[src/rtl/mad_pkg.sv]
package mad_pkg;
   typedef enum logic [2:0] {
      ST_IDLE,
      ST_REQ,
      ST_ADDR,
      ST_TURN,
      ST_DATA,
      ST_BACK
   } mad_state_e;
endpackage

[src/rtl/mad_xfer_cnt.sv]
// Holds the request fields and tracks words moved and the running address.
module mad_xfer_cnt #(
   parameter int AD_W  = 32,
   parameter int CNT_W = 8,
   parameter int BE_W  = AD_W / 8
) (
   input  logic             clk,
   input  logic             rst_n,
   input  logic             load,
   input  logic [AD_W-1:0]  ld_addr,
   input  logic             ld_write,
   input  logic [BE_W-1:0]  ld_ben,
   input  logic [CNT_W-1:0] ld_count,
   input  logic             beat,
   output logic [CNT_W-1:0] cnt,
   output logic [AD_W-1:0]  cur_addr,
   output logic             is_write,
   output logic [BE_W-1:0]  ben,
   output logic             last_word,
   output logic             empty
);
   localparam logic [AD_W-1:0] STEP = AD_W'(BE_W);

   logic [CNT_W-1:0] total;

   always_ff @(posedge clk) begin
      if (!rst_n) begin
         cnt      <= '0;
         cur_addr <= '0;
         total    <= '0;
         is_write <= 1'b0;
         ben      <= '0;
      end else if (load) begin
         cnt      <= '0;
         cur_addr <= ld_addr;
         total    <= ld_count;
         is_write <= ld_write;
         ben      <= ld_ben;
      end else if (beat) begin
         cnt      <= cnt + 1'b1;
         cur_addr <= cur_addr + STEP;
      end
   end

   assign last_word = ({1'b0, cnt} + 1'b1) == {1'b0, total};
   assign empty     = (total == '0);

   // count never passes the requested total
   assert_cnt_bound_R9: assert property (@(posedge clk) disable iff (!rst_n)
      (beat && !load) |-> (cnt != total));
endmodule

[src/rtl/mad_seq.sv]
// Transaction sequencer: request, address, turnaround, data, back-off.
module mad_seq
   import mad_pkg::*;
(
   input  logic       clk,
   input  logic       rst_n,
   input  logic       start,
   input  logic       gnt,
   input  logic       is_write,
   input  logic       empty,
   input  logic       last_word,
   input  logic       loc_hold,
   input  logic       t_wait,
   input  logic       t_stop,
   output mad_state_e state,
   output logic       beat,
   output logic       done,
   output logic       done_stop,
   output logic       bus_req
);
   mad_state_e st_q, st_d;
   logic       fin;

   assign beat = (st_q == ST_DATA) && !loc_hold && !t_wait;

   always_comb begin
      st_d = st_q;
      fin  = 1'b0;
      unique case (st_q)
         ST_IDLE: if (start) st_d = ST_REQ;
         ST_REQ:  if (gnt) st_d = ST_ADDR;
         ST_ADDR: begin
            if (!is_write)  st_d = ST_TURN;
            else if (empty) begin st_d = ST_IDLE; fin = 1'b1; end
            else            st_d = ST_DATA;
         end
         ST_TURN: begin
            if (empty) begin st_d = ST_IDLE; fin = 1'b1; end
            else       st_d = ST_DATA;
         end
         ST_DATA: begin
            if (t_stop || (beat && last_word)) begin
               st_d = ST_IDLE;
               fin  = 1'b1;
            end else if (beat && !gnt) begin
               st_d = ST_BACK;
            end
         end
         ST_BACK: st_d = ST_REQ;
         default: st_d = ST_IDLE;
      endcase
   end

   always_ff @(posedge clk) begin
      if (!rst_n) begin
         st_q      <= ST_IDLE;
         done      <= 1'b0;
         done_stop <= 1'b0;
      end else begin
         st_q      <= st_d;
         done      <= fin;
         done_stop <= fin && t_stop && (st_q == ST_DATA);
      end
   end

   assign state   = st_q;
   assign bus_req = (st_q == ST_REQ) || (st_q == ST_ADDR) ||
                    (st_q == ST_TURN) || (st_q == ST_DATA);

   assert_req_waits_gnt_R2: assert property (@(posedge clk) disable iff (!rst_n)
      (st_q == ST_REQ && !gnt) |=> (st_q == ST_REQ));
   assert_addr_single_R3: assert property (@(posedge clk) disable iff (!rst_n)
      (st_q == ST_ADDR) |=> (st_q != ST_ADDR));
   assert_back_rerequest_R10: assert property (@(posedge clk) disable iff (!rst_n)
      (st_q == ST_BACK) |=> (st_q == ST_REQ));
endmodule

[src/rtl/mad_rd_cap.sv]
// Read word delivery: registered (default) or same-cycle pass-through.
module mad_rd_cap #(
   parameter int AD_W   = 32,
   parameter int CNT_W  = 8,
   parameter bit REG_RD = 1'b1
) (
   input  logic             clk,
   input  logic             rst_n,
   input  logic             cap,
   input  logic [AD_W-1:0]  ad_in,
   input  logic [CNT_W-1:0] idx,
   output logic             rd_valid,
   output logic [AD_W-1:0]  rd_data,
   output logic [CNT_W-1:0] rd_idx
);
   if (REG_RD) begin : g_reg
      always_ff @(posedge clk) begin
         if (!rst_n) begin
            rd_valid <= 1'b0;
            rd_data  <= '0;
            rd_idx   <= '0;
         end else begin
            rd_valid <= cap;
            if (cap) begin
               rd_data <= ad_in;
               rd_idx  <= idx;
            end
         end
      end
      assert_rd_follows_R5: assert property (@(posedge clk) disable iff (!rst_n)
         cap |=> rd_valid);
   end else begin : g_pass
      assign rd_valid = cap;
      assign rd_data  = ad_in;
      assign rd_idx   = idx;
   end
endmodule

[src/rtl/mad_bus_master.sv]
// Initiator for a shared multiplexed address/data bus.
module mad_bus_master
   import mad_pkg::*;
#(
   parameter int AD_W   = 32,
   parameter int CNT_W  = 8,
   parameter bit REG_RD = 1'b1,
   parameter int CMD_RD = 6,
   parameter int CMD_WR = 7
) (
   input  logic             clk,
   input  logic             rst_n,
   input  logic             req_start,
   input  logic             req_write,
   input  logic [31:0]      req_addr,
   input  logic [3:0]       req_ben,
   input  logic [CNT_W-1:0] req_count,
   output logic             req_ready,
   input  logic [31:0]      wr_data,
   output logic [CNT_W-1:0] wr_idx,
   input  logic             loc_hold,
   output logic             rd_valid,
   output logic [31:0]      rd_data,
   output logic [CNT_W-1:0] rd_idx,
   output logic             done,
   output logic [CNT_W-1:0] done_count,
   output logic             done_stop,
   output logic             bus_req,
   input  logic             bus_gnt,
   output logic [31:0]      ad_o,
   output logic             ad_oe,
   input  logic [31:0]      ad_i,
   output logic [3:0]       cbe_n,
   output logic             cbe_oe,
   output logic             bus_frame,
   output logic             m_wait,
   output logic             m_stop,
   input  logic             t_wait,
   input  logic             t_stop
);
   localparam int BE_W = AD_W / 8;
   localparam logic [BE_W-1:0] CMD_R = BE_W'(CMD_RD);
   localparam logic [BE_W-1:0] CMD_W = BE_W'(CMD_WR);

   if (AD_W != 32) begin : g_bad_w
      $error("mad_bus_master: AD_W must be 32 to match the port widths");
   end
   if (CNT_W < 1 || CNT_W > 16) begin : g_bad_c
      $error("mad_bus_master: CNT_W out of range");
   end
   if (CMD_RD >= (1 << BE_W) || CMD_WR >= (1 << BE_W) || CMD_RD == CMD_WR) begin : g_bad_cmd
      $error("mad_bus_master: command codes invalid");
   end

   mad_state_e       st;
   logic             beat, is_write, last_word, empty, load;
   logic [CNT_W-1:0] cnt;
   logic [AD_W-1:0]  cur_addr;
   logic [BE_W-1:0]  ben;
   logic             in_addr, in_turn, in_data;

   assign load = req_start && (st == ST_IDLE);

   mad_xfer_cnt #(.AD_W(AD_W), .CNT_W(CNT_W), .BE_W(BE_W)) i_cnt (
      .clk(clk), .rst_n(rst_n), .load(load),
      .ld_addr(req_addr), .ld_write(req_write), .ld_ben(req_ben),
      .ld_count(req_count), .beat(beat), .cnt(cnt), .cur_addr(cur_addr),
      .is_write(is_write), .ben(ben), .last_word(last_word), .empty(empty)
   );

   mad_seq i_seq (
      .clk(clk), .rst_n(rst_n), .start(load), .gnt(bus_gnt),
      .is_write(is_write), .empty(empty), .last_word(last_word),
      .loc_hold(loc_hold), .t_wait(t_wait), .t_stop(t_stop),
      .state(st), .beat(beat), .done(done), .done_stop(done_stop),
      .bus_req(bus_req)
   );

   mad_rd_cap #(.AD_W(AD_W), .CNT_W(CNT_W), .REG_RD(REG_RD)) i_rd (
      .clk(clk), .rst_n(rst_n), .cap(beat && !is_write), .ad_in(ad_i),
      .idx(cnt), .rd_valid(rd_valid), .rd_data(rd_data), .rd_idx(rd_idx)
   );

   assign in_addr = (st == ST_ADDR);
   assign in_turn = (st == ST_TURN);
   assign in_data = (st == ST_DATA);

   always_comb begin
      ad_o = '0;
      if (in_addr)                  ad_o = cur_addr;
      else if (in_data && is_write) ad_o = wr_data;
   end

   always_comb begin
      cbe_n = '1;
      if (in_addr)                 cbe_n = is_write ? CMD_W : CMD_R;
      else if (in_turn || in_data) cbe_n = ~ben;
   end

   assign ad_oe      = in_addr || (in_data && is_write);
   assign cbe_oe     = in_addr || in_turn || in_data;
   assign bus_frame  = cbe_oe;
   assign m_wait     = in_data && loc_hold;
   assign m_stop     = in_data && last_word;
   assign req_ready  = (st == ST_IDLE);
   assign wr_idx     = cnt;
   assign done_count = cnt;

   assert_grant_first_R2: assert property (@(posedge clk) disable iff (!rst_n)
      $rose(bus_frame) |-> $past(bus_gnt));
   assert_turn_quiet_R5: assert property (@(posedge clk) disable iff (!rst_n)
      in_turn |-> (!ad_oe && bus_frame));
   assert_wait_hold_R6: assert property (@(posedge clk) disable iff (!rst_n)
      (in_data && (loc_hold || t_wait) && !t_stop) |=> ($stable(wr_idx) && bus_frame));
   assert_stop_ends_R8: assert property (@(posedge clk) disable iff (!rst_n)
      (in_data && t_stop) |=> (!bus_frame && done));
   assert_release_R9: assert property (@(posedge clk) disable iff (!rst_n)
      done |-> (!bus_req && !bus_frame && !ad_oe));
   assert_backoff_R10: assert property (@(posedge clk) disable iff (!rst_n)
      ($fell(bus_frame) && !done) |-> !bus_req);
   assert_oe_framed_R11: assert property (@(posedge clk) disable iff (!rst_n)
      (ad_oe || cbe_oe) |-> bus_frame);
endmodule

[config.mk]
export PLATFORM = sky130hd
export DESIGN_NAME = mad_bus_master
export DESIGN_NICKNAME = d
export VERILOG_FILES = /design/src/rtl/mad_pkg.sv /design/src/rtl/mad_xfer_cnt.sv /design/src/rtl/mad_seq.sv /design/src/rtl/mad_rd_cap.sv /design/src/rtl/mad_bus_master.sv
export SDC_FILE = /design/constraint.sdc
export NUM_CORES = 1
export LEC_CHECK = 0
export ABC_AREA = 1
export BUFFER_PORTS_ARGS = -buffer_cell sky130_fd_sc_hd__clkbuf_2
export CAP_MARGIN = 20
export CORE_ASPECT_RATIO = 1.5
export CORE_MARGIN = 2
export CORE_UTILIZATION = 45
export CTS_BUF_LIST = sky130_fd_sc_hd__clkbuf_8
export CTS_CLUSTER_DIAMETER = 30
export DETAILED_ROUTE_END_ITERATION = 8
export PLACE_DENSITY_LB_ADDON = 0.12
export SLEW_MARGIN = 20
export SYNTH_ARGS = -nofsm -noshare
export SYNTH_HDL_FRONTEND = slang
export SYNTH_SLANG_ARGS = --single-unit
[constraint.sdc]
create_clock -name clk -period 3 [get_ports clk]
set_clock_uncertainty 0.15 [all_clocks]
set_input_delay 0.6 -clock clk [delete_from_list [all_inputs] [get_ports clk]]
set_output_delay 0.6 -clock clk [all_outputs]
set_load 0.03 [all_outputs]
Yosys cells after proc, flatten, opt, wreduce, memory -nomap -nowiden. Cells that the tools add are included.

Register bits: 99. Input bits: 116. Output and inout bits: 102.

Add/sub/neg operators: 3. Equality and inequality tests: 9. Mux-type cells: 18. Bitwise logic cells: 2. Reductions and logical operators: 28.

Operators by type and width (number): 2-to-1 mux 32 bit (4); adder 32 x 3 -> 32 bit, second input constant (1); 2-to-1 mux 3 bit (6); case mux 3 bit (6 select lines) (1); logical AND 1 bit (11); adder 8 x 1 -> 9 bit, second input constant (1); == test 9 x 8 -> 1 bit (1); adder 8 x 1 -> 8 bit, second input constant (1); zero test 8 bit (1); logical OR 1 bit (8); 2-to-1 mux 4 bit (2); == test 3 x 2 -> 1 bit, second input constant (2); == test 3 bit, second input constant (2); zero test 1 bit (4); 2-to-1 mux 1 bit (4); NOT 4 bit (1); == test 3 x 1 -> 1 bit, second input constant (1); zero test 3 bit (1); inequality test 3 x 1 -> 1 bit, second input constant (1); case mux 1 bit (3 select lines) (1); AND reduction 3 bit (1); inequality test 2 x 1 -> 1 bit, second input constant (1); inequality test 2 bit, second input constant (1); nonzero test 2 bit (1); other kinds (2) (2).

Logic depth before layout (Yosys ltp). Gate-level depths: netlist (run 1).

Depth after elaboration: 9. Mapped depth: 15. Depth with buffers taken out: 15.

By module. From an unflattened synthesis (run 1), not the netlist that was laid out.

Cells, all modules: 926. Area, all modules: 5915.7 sq um.

Modules (own cells, without submodules): mad_xfer_cnt (times used 1, cells an instance 476, area an instance 3115.5 sq um, seq. area each 1061.0 sq um); mad_rd_cap (times used 1, cells an instance 257, area an instance 1734.2 sq um, seq. area each 820.8 sq um); mad_bus_master (times used 1, cells an instance 145, area an instance 757.0 sq um, seq. area each 0.0 sq um); mad_seq (times used 1, cells an instance 48, area an instance 309.0 sq um, seq. area each 100.1 sq um).

Worst setup path before layout (run 1). Ideal clock, no wire load.

Path kind: reg2out. From: register i_cnt.cnt[0]. To: output port m_stop. Arrival time: 1903 ps. Setup slack: 347 ps. Stages on the path, launching flop included: 10. Buffers on the path: 0. Cell sequence: dfxtp_1 ha_1 nand3_1 o21bai_1 nand2_1 nand2_1 nand2_1 nor2_1 nand3_1 nor2_1.

Word-level cells in the longest chain between the ends: 3.

RTL lines: start, declared (line mad_xfer_cnt.sv:15) `output logic [CNT_W-1:0] cnt,`; start signal, assigned (line mad_xfer_cnt.sv:40) `cnt <= cnt + 1'b1;`; adder 8 x 1 -> 9 bit (line mad_xfer_cnt.sv:45) `assign last_word = ({1'b0, cnt} + 1'b1) == {1'b0, total};`; == test 9 x 8 -> 1 bit (line mad_xfer_cnt.sv:45); logical AND 1 bit (line mad_bus_master.sv:104) `assign m_stop = in_data && last_word;`; end, declared (line mad_bus_master.sv:37) `output logic m_stop,`.

Every way passes these cells.

Final worst setup path (run 1). Ends and elaborated chain as after synthesis.

==> results of run 1 <==
[area by class of cell]
cell class	count	area [sq um]	share of cell area, %
tap	150	188	2.82
clock buffer	9	124	1.86
timing repair buffer	230	1200	18.0
multi-input combinational	559	2790	41.9
clock inverter	7	63.8	0.957
sequential	99	1990	29.9
inverter	81	304	4.56
[path summary, 6_finish.rpt]
path / endpoint / from / slack (ns)
max reg2reg: i_cnt.cur_addr[20]$_SDFFE_PN0P_ / i_cnt.cur_addr[2]$_SDFFE_PN0P_ / 0.62
max: m_stop / i_cnt.cnt[0]$_SDFFE_PP0P_ / 0.21
min: i_rd.rd_data[26]$_SDFFE_PN0P_ / ad_i[26] / 0.28
min reg2reg: i_cnt.cur_addr[1]$_SDFFE_PN0P_ / i_cnt.cur_addr[1]$_SDFFE_PN0P_ / 0.31
[layer usage]
layer | global-route usage, % | share of wire [%]
met1 | 29.4 | 38
met2 | 48.6 | 53
met3 | 4.63 | 6.5
met4 | 10.0 | 2.7
met5 | 0 | 0
[worst register-to-register path, cell delays in order (launching register included)]
cell and delay, ns:
dfxtp_1 0.50, ha_1 0.30, nand3_1 0.17, nor2_2 0.20, nand2_1 0.13, nor2_2 0.15, nand2_1 0.10, nor2_2 0.18
a21oi_1 0.09, a211oi_1 0.19, nor3_1 0.06
[layout by cell type, fill, tap and decap left out, types with 10 or more instances in the layout]
cell type | synthesis | routed
a21oi_1 | 47 | 47
buf_4 | 12 | 11
clkbuf_2 | 0 | 216
dfxtp_1 | 99 | 95
inv_1 | 74 | 74
nand2_1 | 136 | 135
nand3_1 | 54 | 54
nand4_1 | 17 | 17
nor2_1 | 101 | 100
nor2_2 | 9 | 10
nor3_1 | 21 | 21
o211ai_1 | 15 | 15
o21ai_0 | 101 | 101
[report_power, final]
part | switching, uW | internal, uW | total [uW] | leakage (uW)
Combinational | 853 | 405 | 1260 | 0.00218
Sequential | 172 | 1480 | 1650 | 0.000808
Clock | 523 | 323 | 846 | 0.0000971
Total | 1550 | 2200 | 3750 | 0.00308
[per-stage QoR]
| stage | instance area [sq um] | util, % | total power (uW) |
|---|---|---|---|
| floorplan | 5320 | - | 2520 |
| global placement | 6460 | 56.0 | 2920 |
| detailed placement | 6460 | 56.0 | 2930 |
| CTS | 6650 | 57.6 | 3780 |
| global route | 6670 | 57.8 | 3980 |
| finish | 6670 | 57.8 | 3750 |
[registers in the layout (all words and copies together) (netlist names)]
register	cells
i_cnt.cur_addr	32
i_rd.rd_data	32
i_cnt.cnt	8
i_cnt.total	8
i_rd.rd_idx	8
i_cnt.ben	4
i_seq.state	3
i_cnt.is_write	1
i_rd.rd_valid	1
i_seq.done	1
i_seq.done_stop	1
[logic make-up (layout without fill, tap and decap cells)]
kind of cell | Yosys count | count (layout) | share of synthesized area (%)
buffers and inverters | 129 | 327 | 10.3
AOI/OAI and AO/OA | 197 | 197 | 21.3
and+or+nand+nor | 356 | 356 | 30.0
DFF | 99 | 99 | 37.3
adders and majority gates | 2 | 2 | 0.471
xor gates and xnor gates | 4 | 4 | 0.659
==> summary.txt, run 1 <==
Synth
  • FF+latch count, synth: 99
  • Post-synth top cells: nand2_1 (136), nor2_1 (101), o21ai_0 (101), dfxtp_1 (99), inv_1 (74)
  • Netlist cell types: 42
  • Synth Instances: 787
  • Post-synth top area share: 37.3%
  • Synth async-reset ratio: 0%
  • Register area share after synthesis: 37.3%
  • Main synth FF type: dfxtp_1
  • Syn Nets: 905
  • EDFF count, synth: 0
  • Area contributors post-synth: dfxtp_1 (37%), nand2_1 (9.6%), o21ai_0 (9.5%)
  • Ys Warns: 0
  • Count leader, synth: nand2_1
  • Post-Syn Area: 5320 sq um
  • Post-synthesis average cell area: 6.75 sq um
  • Dominant cell type by area after synthesis: dfxtp_1

Power
  • Cell area power density: 563 nW/um^2
  • Static leakage: 0.00308 uW
  • Worst vdd ir: 326 uV

Floorplanning
  • IO Pins: 218
  • Die W: 92.7 um
  • Starting Density: 46.1%
  • Die ar.: 12700 sq um
  • Area of the core: 11500 sq um
  • Row cnt: 48
  • Die H: 137 um

CTS
  • Clock transition at the registers of the reported paths: 0.11 ns
  • # resized after CTS: 0
  • TritonCTS clock tree: built
  • # clock sinks: 99
  • Clock root buffer: clkbuf_8
  • Depth of the CTS H-tree: 3
  • Post-CTS setup buffer count: 0
  • Total CTS buffers: 9
  • Clock Latency Late Sink: 0.38 ns
  • Post-cts hold buffer count: 0
  • CTS Buffer Depth: 2

Detailed routing
  • # DRC: 0
  • Drt wl/cell: 14.9 um
  • Routed Antenna Nets: 0
  • Pre-antenna DRT Iters: 7
  • Vias/cell: 5.28
  • Via count: 5988
  • Iteration-0 DRC Markers: 233
  • Final WL: 16900 um

Worst setup path
  • Critical Path Stages: 10
  • Critical path buffers and inverters: 1
  • Crit-path max FO: 7
  • Crit end category: output pin
  • Worst reg2reg path depth: 10
  • Worst-path cell chain: ha_2 > nand3_1 > o21bai_1 > nand2_1 > nand2_1 > nand2_1 > nor2_2 > nand3_1 > nor2_1 > clkbuf_4
  • Crit-path max cell delay: 0.41 ns
  • Critical Path RT: 2.25 ns
  • WS Path Type: reg2out
  • Crit-path most repeated cell: nand2_1
  • Arr. time, crit path: 2.04 ns
  • Delay-heaviest family, CP: simple AND/OR/NAND/NOR gates
  • Slowest cell on the critical path: dfxtp_4
  • Worst Setup Start Kind: flip-flop

Cells and area
  • Area grow syn2layout: 25.4%
  • Final cell count without fillers: 1135
  • # fillers: 1255
  • Layout cell share with drive strength beyond 1: 29.0%
  • Fin nets: 1098
  • ANT cells: 0

Timing
  • Final setup margin: 0.213 ns
  • Final cycle utilization of the critical path: 92.9%
  • Hold Vio Cnt, Final: 0
  • Final setup vio count: 0
  • Final hold slack: 0.283 ns
  • Max Fclk: 0.359 GHz
  • Max Slew Vio Count: 0
  • RSZ-0062 raised after global routing: no
  • Slew @ Worst Pin: 0.878 ns
  • Tmin final: 2.79 ns
  • Setup TNS: 0 ns
  • Slew headroom: 41.4%

Place
  • DP Wirelength: 12800 um
  • DP Worst Slack: 0.472 ns
  • Dpl cells: 1119
  • Port Buffers: 217
  • Gpl congestion: 0.879

Global route
  • All-layer global routing usage: 26.1%
  • Number of global-route vias before repair: 5560
  • GR Overflow Total: 0
  • Initial antenna violation count: 0
  • First-pass GRT wire length: 26400 um
  • Pin count of the biggest net entering global routing: 50

Worst hold path
  • HP Class: in2reg
  • Worst Hold Depth: 3

Run status
  • Status: complete, no violations

Job
  • Max cap viols: 0
Note: power is estimated with default switching activity, not from simulation.
==> run 2: changes to the inputs <==
- ABC_AREA: 1 -> not set
- CTS_CLUSTER_DIAMETER: 30 -> 100
==> summary.txt, run 2 <==
Global route
  • First-pass GRT wire length: 21900 um (was 26400 um)
  • GR Overflow Total: 0 (unchanged)
  • Pin count of the biggest net entering global routing: 42 (was 50)
  • Initial antenna violation count: 0 (unchanged)
  • Number of global-route vias before repair: 4702 (was 5560)
  • All-layer global routing usage: 24.0% (was 26.1%)

Synth
  • Dominant cell type by area after synthesis: dfxtp_1 (unchanged)
  • Post-synthesis average cell area: 7.90 sq um (was 6.75 sq um)
  • Synth async-reset ratio: 0% (unchanged)
  • Main synth FF type: dfxtp_1 (unchanged)
  • EDFF count, synth: 0 (unchanged)
  • Synth Instances: 608 (was 787)
  • Post-synth top area share: 41.3% (was 37.3%)
  • Syn Nets: 726 (was 905)
  • Register area share after synthesis: 41.3% (was 37.3%)
  • Post-Syn Area: 4800 sq um (was 5320 sq um)
  • Netlist cell types: 51 (was 42)
  • Ys Warns: 0 (unchanged)
  • Area contributors post-synth: dfxtp_1 (41%), nand2_1 (10%), a21oi_1 (8.0%) (was dfxtp_1 (37%), nand2_1 (9.6%), o21ai_0 (9.5%))
  • Post-synth top cells: nand2_1 (130), dfxtp_1 (99), a21oi_1 (77), nor2_1 (43), clkbuf_1 (34) (was nand2_1 (136), nor2_1 (101), o21ai_0 (101), dfxtp_1 (99), inv_1 (74))
  • FF+latch count, synth: 99 (unchanged)
  • Count leader, synth: nand2_1 (unchanged)

Floorplanning
  • Starting Density: 45.9% (was 46.1%)
  • Die H: 131 um (was 137 um)
  • Die W: 88.4 um (was 92.7 um)
  • Row cnt: 46 (was 48)
  • Die ar.: 11500 sq um (was 12700 sq um)
  • IO Pins: 218 (unchanged)
  • Area of the core: 10500 sq um (was 11500 sq um)

Place
  • Port Buffers: 217 (unchanged)
  • Gpl congestion: 0.871 (was 0.879)
  • Dpl cells: 937 (was 1119)
  • DP Wirelength: 10500 um (was 12800 um)

Timing
  • Slew headroom: 56.1% (was 41.4%)
  • Slew @ Worst Pin: 0.654 ns (was 0.878 ns)
  • Final hold slack: 0.276 ns (was 0.283 ns)
  • Final setup vio count: 0 (unchanged)
  • Hold Vio Cnt, Final: 0 (unchanged)
  • Max Slew Vio Count: 0 (unchanged)
  • Tmin final: 2.99 ns (was 2.79 ns)
  • Max Fclk: 0.335 GHz (was 0.359 GHz)
  • Final cycle utilization of the critical path: 99.6% (was 92.9%)
  • RSZ-0062 raised after global routing: yes (was no)

CTS
  • Clock transition at the registers of the reported paths: 0.11 ns (about the same)
  • Clock Latency Late Sink: 0.37 ns (was 0.38 ns)
  • Clock root buffer: clkbuf_8 (unchanged)
  • TritonCTS clock tree: built (unchanged)
  • CTS Buffer Depth: 2 (unchanged)
  • Total CTS buffers: 9 (unchanged)
  • Depth of the CTS H-tree: 3 (unchanged)
  • # clock sinks: 99 (unchanged)

Detailed routing
  • Via count: 5015 (was 5988)
  • Drt wl/cell: 14.7 um (was 14.9 um)
  • Vias/cell: 5.26 (was 5.28)
  • Iteration-0 DRC Markers: 205 (was 233)
  • Final WL: 14000 um (was 16900 um)
  • Routed Antenna Nets: 0 (unchanged)
  • Pre-antenna DRT Iters: 4 (was 7)
  • # DRC: 0 (unchanged)

Power
  • Worst vdd ir: 310 uV (was 326 uV)
  • Static leakage: 0.00272 uW (was 0.00308 uW)
  • Cell area power density: 428 nW/um^2 (was 563 nW/um^2)

Worst hold path
  • HP Class: in2reg (unchanged)
  • HP Start: ad_i[17] (was ad_i[26])

Worst setup path
  • FF-to-FF Start: i_seq.state[2]$_SDFFE_PN0P_ (was i_cnt.cur_addr[2]$_SDFFE_PN0P_)
  • Setup crit start: i_cnt.cnt[0]$_SDFFE_PP0P_ (unchanged)
  • Arr. time, crit path: 2.24 ns (was 2.04 ns)
  • Crit end category: output pin (unchanged)
  • Critical Path RT: 2.25 ns (about the same)
  • Worst Setup Start Kind: flip-flop (unchanged)
  • Internal reg-to-reg setup slack: 0.53 ns (was 0.62 ns)
  • Crit-path max FO: 4 (was 7)
  • WS Path Type: reg2out (unchanged)

Cells and area
  • ANT cells: 0 (unchanged)
  • Most frequent cells in the layout: clkbuf_2 (216), nand2_1 (129), dfxtp_1 (96) (was clkbuf_2 (216), nand2_1 (135), o21ai_0 (101))
  • Final cell count without fillers: 954 (was 1135)
  • # fillers: 995 (was 1255)
  • Layout cell share with drive strength beyond 1: 34.3% (was 29.0%)
  • Area grow syn2layout: 30.3% (was 25.4%)
  • Fin nets: 923 (was 1098)
  • Commonest non-fill, non-tap cell in the layout: clkbuf_2 (unchanged)
  • Finished Core Util: 59.8% (was 57.8%)
  • Biggest regs: i_cnt.cur_addr: 32 flops, i_rd.rd_data: 32 flops (unchanged)

Run status
  • Status: complete, no violations (unchanged)

Job
  • Max cap viols: 0 (unchanged)
run 2: critical path: stages, from the launching register on:
cell and delay [ns]:
dfxtp_2 0.37, ha_4 0.16, nand3_2 0.10, and2_4 0.17
or4_1 0.40, a311o_1 0.33, nor3_4 0.15, clkbuf_8 0.19
run 2: cell families after synthesis:
family / synth area share, %
adders and majority gates: 0.521
DFF: 41.3
buffers and inverters: 5.91
AOI/OAI and AO/OA: 21.4
and+or+nand+nor: 23.8
xor gates and xnor gates: 7.11
run 2: timing repair:
item / in CTS / in global routing
endpoints found under the setup margin: 1 / 4
gates resized for setup: 6 / 5
pin swaps: 1 / 1
setup buffers: 1 / 0
hold buffers: 0 / 0
run 2: final timing paths:
kind / end / cells after the start
min: i_rd.rd_data[17]$_SDFFE_PN0P_ / 3
max: m_stop / 7
max reg2reg: i_cnt.cur_addr[7]$_SDFFE_PN0P_ / 6
min reg2reg: i_rd.rd_data[7]$_SDFFE_PN0P_ / 2
run 2: layer usage:
metal  track usage [%]  share of wire, %
met1              28.1                40
met2              42.9                52
met3              3.89               5.4
met4              9.63               2.6
met5                 0                 0
run 2: per-stage QoR:
step	TNS (ns)	area (sq um)	worst slack, ns	total power (uW)
6_report	0	6260	0.0110	2680
4_1_cts	0	6240	0.00926	2700
2_1_floorplan	0	4820	0.000152	1700
3_5_place_dp	0	6010	0.172	1860
3_3_place_gp	0	6010	0.199	1850
5_1_grt	-0.0838	6260	-0.0838	2810
run 2: cell type report:
cell class	instances	area, sq um	area share, %
multi-input cells	450	2590	41.4
flip-flops and latches	99	1990	31.7
repair buffers	240	1290	20.6
well taps	144	180	2.88
clock buffers	9	124	1.98
clock inverters	7	66.3	1.06
inverters	5	18.8	0.300
run 2: where the power goes:
group | switching, uW | internal [uW]
clock network | 523 | 324
logic | 224 | 164
registers | 72.1 | 1370
total | 819 | 1860
